==> config.mk <==
export PLATFORM = sky130hd
export DESIGN_NAME = reset_cause_log
export DESIGN_NICKNAME = d
export VERILOG_FILES = /design/src/rtl/reset_cause_pkg.sv /design/src/rtl/reset_cause_ctrl.sv /design/src/rtl/reset_cause_dp.sv /design/src/rtl/reset_cause_log.sv
export SDC_FILE = /design/constraint.sdc
export NUM_CORES = 1
export LEC_CHECK = 0
export CORE_UTILIZATION = 23
export CTS_BUF_LIST = sky130_fd_sc_hd__clkbuf_2
export CTS_CLUSTER_DIAMETER = 150
export CTS_CLUSTER_SIZE = 28
export DETAILED_ROUTE_END_ITERATION = 6
export PLACE_DENSITY = 0.8
export SKIP_LAST_GASP = 1
export SLEW_MARGIN = 25
export SYNTH_ARGS = -nofsm -noshare
export SYNTH_HDL_FRONTEND = slang
export SYNTH_SLANG_ARGS = --single-unit
==> constraint.sdc <==
create_clock -name clk -period 0.92 [get_ports clk]
set_clock_uncertainty 0.15 [all_clocks]
set_input_delay 0.184 -clock clk [delete_from_list [all_inputs] [get_ports clk]]
set_output_delay 0.184 -clock clk [all_outputs]
set_load 0.05 [all_outputs]
==> src/rtl/reset_cause_pkg.sv <==
package reset_cause_pkg;

  // Number of distinct causes that are logged.
  localparam int CAUSE_CNT = 9;

  // Cause indices (order of the internal flag vector).
  localparam int IDX_PIN    = 0;
  localparam int IDX_DOG    = 1;
  localparam int IDX_SOFT   = 2;
  localparam int IDX_LOCKUP = 3;
  localparam int IDX_GPIO   = 4;
  localparam int IDX_ANA    = 5;
  localparam int IDX_DBG    = 6;
  localparam int IDX_NFC    = 7;
  localparam int IDX_VBUS   = 8;

  // Bit position of each cause in the software-visible word.
  localparam int CAUSE_POS [CAUSE_CNT] = '{0, 1, 2, 3, 16, 17, 18, 19, 20};

  // Highest bit position used; the word must be wider than this.
  localparam int TOP_POS = 20;

  // Strobes from control to datapath, one pair per cause.
  typedef struct packed {
    logic [CAUSE_CNT-1:0] setFlag;
    logic [CAUSE_CNT-1:0] clrFlag;
  } cause_strobe_t;

endpackage

==> src/rtl/reset_cause_ctrl.sv <==
module reset_cause_ctrl
  import reset_cause_pkg::*;
#(
  parameter int DATA_W = 32
) (
  input  logic              pinRstPulse,
  input  logic              dogRstPulse,
  input  logic              softRstPulse,
  input  logic              lockupPulse,
  input  logic              wakeGpio,
  input  logic              wakeAnaComp,
  input  logic              wakeDebug,
  input  logic              wakeNfc,
  input  logic              wakeVbus,
  input  logic              sysOff,
  input  logic              debugMode,
  input  logic              wrEn,
  input  logic [DATA_W-1:0] wrData,
  output cause_strobe_t     strobe
);

  logic [CAUSE_CNT-1:0] rawPulse;
  logic [CAUSE_CNT-1:0] allowMask;

  // Gather the source pulses into cause order.
  always_comb begin
    rawPulse             = '0;
    rawPulse[IDX_PIN]    = pinRstPulse;
    rawPulse[IDX_DOG]    = dogRstPulse;
    rawPulse[IDX_SOFT]   = softRstPulse;
    rawPulse[IDX_LOCKUP] = lockupPulse;
    rawPulse[IDX_GPIO]   = wakeGpio;
    rawPulse[IDX_ANA]    = wakeAnaComp;
    rawPulse[IDX_DBG]    = wakeDebug;
    rawPulse[IDX_NFC]    = wakeNfc;
    rawPulse[IDX_VBUS]   = wakeVbus;
  end

  // Context filter: watchdog cannot fire in the off state,
  // lockup is disregarded while the debugger is attached.
  always_comb begin
    allowMask             = '1;
    allowMask[IDX_DOG]    = ~sysOff;
    allowMask[IDX_LOCKUP] = ~debugMode;
  end

  // Decode the write word into per-cause clear strobes; reserved
  // bit positions simply have no strobe and are dropped here.
  always_comb begin
    strobe.setFlag = rawPulse & allowMask;
    strobe.clrFlag = '0;
    for (int k = 0; k < CAUSE_CNT; k++) begin
      strobe.clrFlag[k] = wrEn & wrData[CAUSE_POS[k]];
    end
  end

endmodule

==> src/rtl/reset_cause_dp.sv <==
module reset_cause_dp
  import reset_cause_pkg::*;
#(
  parameter int DATA_W = 32
) (
  input  logic              clk,
  input  logic              coldRstN,
  input  cause_strobe_t     strobe,
  output logic [DATA_W-1:0] rdWord
);

  logic [CAUSE_CNT-1:0] flagQ;

  // One retained flag per cause; a set strobe outranks a clear.
  for (genvar k = 0; k < CAUSE_CNT; k++) begin : g_flag
    always_ff @(posedge clk or negedge coldRstN) begin
      if (!coldRstN) begin
        flagQ[k] <= 1'b0;
      end else if (strobe.setFlag[k]) begin
        flagQ[k] <= 1'b1;
      end else if (strobe.clrFlag[k]) begin
        flagQ[k] <= 1'b0;
      end
    end
  end

  // Spread flags onto their word positions; all other bits read zero.
  always_comb begin
    rdWord = '0;
    for (int k = 0; k < CAUSE_CNT; k++) begin
      rdWord[CAUSE_POS[k]] = flagQ[k];
    end
  end

endmodule

==> src/rtl/reset_cause_log.sv <==
module reset_cause_log
  import reset_cause_pkg::*;
#(
  parameter int DATA_W = 32
) (
  input  logic              clk,
  input  logic              coldRstN,
  input  logic              pinRstPulse,
  input  logic              dogRstPulse,
  input  logic              softRstPulse,
  input  logic              lockupPulse,
  input  logic              wakeGpio,
  input  logic              wakeAnaComp,
  input  logic              wakeDebug,
  input  logic              wakeNfc,
  input  logic              wakeVbus,
  input  logic              sysOff,
  input  logic              debugMode,
  input  logic              wrEn,
  input  logic [DATA_W-1:0] wrData,
  output logic [DATA_W-1:0] rdData
);

  localparam int MIN_W = TOP_POS + 1;

  cause_strobe_t strobe;

  reset_cause_ctrl #(.DATA_W(DATA_W)) u_ctrl (
    .pinRstPulse (pinRstPulse),
    .dogRstPulse (dogRstPulse),
    .softRstPulse(softRstPulse),
    .lockupPulse (lockupPulse),
    .wakeGpio    (wakeGpio),
    .wakeAnaComp (wakeAnaComp),
    .wakeDebug   (wakeDebug),
    .wakeNfc     (wakeNfc),
    .wakeVbus    (wakeVbus),
    .sysOff      (sysOff),
    .debugMode   (debugMode),
    .wrEn        (wrEn),
    .wrData      (wrData),
    .strobe      (strobe)
  );

  reset_cause_dp #(.DATA_W(DATA_W)) u_dp (
    .clk     (clk),
    .coldRstN(coldRstN),
    .strobe  (strobe),
    .rdWord  (rdData)
  );

  initial begin
    if (DATA_W < MIN_W) $display("reset_cause_log: DATA_W below %0d", MIN_W);
  end

endmodule

==> run metrics <==
num rows=16; Slew Viols, Final=0; fraction of the yosys area taken by sequential cells=between 40% and 50%; IO buf count=31; delay-heaviest family, CP=flip-flops; Worst Setup End Kind=output port; Layout area overhead=76.6%; Final period util=127%; GR Util All Layers=around a tenth; Worst-path clk slew=~0.10 ns; CTS Buf Count=3; H-tree level count=1; RSZ-0062 raised after global routing=true; CP max stage delay=~0.44 ns; startpoint types=register; mux cell area share after synthesis=0%; PD cells=1430 mW/mm^2; Hold WC Path Type=in -> async; global-route wire length before repair=between 1.5 and 2 mm; post-synth top area share=~43%; core area=between 0.002 and 0.0025 mm^2; WP depth=1; crit-path max FO=2; Final ANT Viol Nets=0; routed len/inst=~9.3 um; worst skew pair latency=roughly 0.24 ns; largest net degree at the start of global routing=10; Synth Area in Simple Gates=around 6.4%; post-synthesis xor/xnor area fraction=0%; worst setup margin=-0.250 ns; non-filler instance count after layout=117; Iteration-0 DRC Markers=0; CTS tree=done; Via density=approximately 3.6; worst path bufs/invs=1; max_cap viols=0; DP HPWL=approximately 980 um; Leak=0.000443 uW; Reg power frac=35.1%; Cells after DPL=113; status=finished with violations; vias in the first global route=around 400; number of diodes=0; global route total overflow=0; synth unique cells=8; Switching Share=41.1%; Synth Area in Compound Gates=between 10% and 20%; Finish-stage setup viols=9; synth warn=0; r2r worst-path depth=1; full die area=0.00247 mm^2; number of flip-flops in the largest register=9; layout cells sized above 1=between 20% and 30%; final WL=1.09 mm; Final min period=around 1.2 ns; Synth Area in Adders=0%; Max Freq=roughly 0.85 GHz; Setup CP Type=reg -> out; Post-layout nets=137; crit path DAT=around 0.84 ns; area of the mapped netlist=524 um^2; leading area contributor after synthesis=dfrtp_1; clock power share=about a fifth; syn avg cell area=around 9.7 um^2; Req. time, crit path=0.59 ns; internal power=about 780 uW; Comb power frac=a little under half; Top FF cell, synth=dfrtp_1; crit path cell chain=buf_12; Fin. Hold Viols=0; worst hold slack=between 0.09 and 0.1 ns; I/O pin count=~80; CP max-delay cell=dfrtp_2; # fillers=approximately 220; initial core utilization=25.7%; count leader, synth=buf_4; commonest cells in the synthesized netlist=buf_4 (23), dfrtp_1 (9), nand2_1 (9); Die Wd=slightly below 50 um; Die Y-Extent=slightly below 50 um; GP Congestion=roughly 0.66; via count=about 420; antenna violations before repair=0; ranking of synthesized cells by area=dfrtp_1 (43%), buf_4 (33%), a21o_1 (10%); failing checks=setup timing; CTS Buffer Depth=2; main combinational cell family by area after synthesis=buffers and inverters; total power=around 1300 uW; DRC viols=0; Fin Setup TNS=-2.21 ns; post-synthesis register bit count=9; Worst IR Drop VDD=551 uV; Post-synth EDFFs=0; post-layout util=a little under half; switching power=roughly 540 uW; Syn Inst Count=54; ys async rst share=between 90% and 100%; CTS root buf=clkbuf_2; # clock sinks=9; drt first pass iters=1
-- power groups by stage --
stage | registers (uW) | clock network [uW] | logic, uW
floorplan | 564 | 0 | 322
global placement | 472 | 0 | 600
detailed placement | 474 | 0 | 605
CTS | 466 | 282 | 606
global route | 471 | 299 | 626
finish | 465 | 258 | 602
-- routing by layer --
metal / share of wire, % / GRT usage (%) / up-vias
li1: - / - / 196
met1: 31 / 9.73 / 193
met2: 59 / 18.0 / 27
met3: 9.5 / 4.32 / 0
met4: 0 / 7.14 / 0
met5: 0 / 0 / -
-- stage by stage --
stage          instance area [um^2]  setup slack [ns]
2_1_floorplan                   618           -0.0466
3_3_place_gp                    903            -0.369
3_5_place_dp                    903            -0.388
4_1_cts                         926            -0.284
5_1_grt                         926            -0.307
6_report                        926            -0.250
-- path summary, 6_finish.rpt --
path | slack [ns] | start | to
worst max-delay path | -0.25 | u_dp.rdWord[2]$_DFFE_PN0P_ | rdData[2]
worst min-delay path | 0.1 | coldRstN | u_dp.rdWord[3]$_DFFE_PN0P_
worst max register to register | 0.05 | u_dp.rdWord[1]$_DFFE_PN0P_ | u_dp.rdWord[1]$_DFFE_PN0P_
worst min register to register | 0.38 | u_dp.rdWord[19]$_DFFE_PN0P_ | u_dp.rdWord[19]$_DFFE_PN0P_
max in group asynchronous | 0.41 | coldRstN | u_dp.rdWord[19]$_DFFE_PN0P_
min in group clk | 0.35 | wrEn | u_dp.rdWord[0]$_DFFE_PN0P_
-- cell type report --
type / count / area [um^2] / area share, %
inverters: 2 / 7.51 / 0.811
repair buffers: 34 / 438 / 47.3
well taps: 27 / 33.8 / 3.65
clock buffers: 4 / 20.0 / 2.16
multi-input cells: 41 / 190 / 20.5
flip-flops and latches: 9 / 236 / 25.5
-- kinds of logic after synthesis --
kind of cell           after synthesis
buffers and inverters               26
flip-flops                           9
AND/OR/NAND/NOR                      9
AO/OA/AOI/OAI                        9
other                                1
-- repair_timing --
action | in CTS | in global routing
hold buffers | 0 | 0
pin swaps | 0 | 0
endpoints found under the hold margin | 0 | 0
buffers inserted | 0 | 0
endpoints found under the setup margin | 18 | 9
resized for setup | 2 | 0
-- layout by cell type, fill, tap and decap left out --
cell	count
dlygate4sd2_1	1
buf_12	10
dfrtp_2	9
nand2_1	9
buf_6	1
conb_1	23
inv_1	2
a21o_1	7
clkdlybuf4s50_1	21
a22o_1	2
clkbuf_2	4
buf_4	1
(Power assumes the default switching activity.)
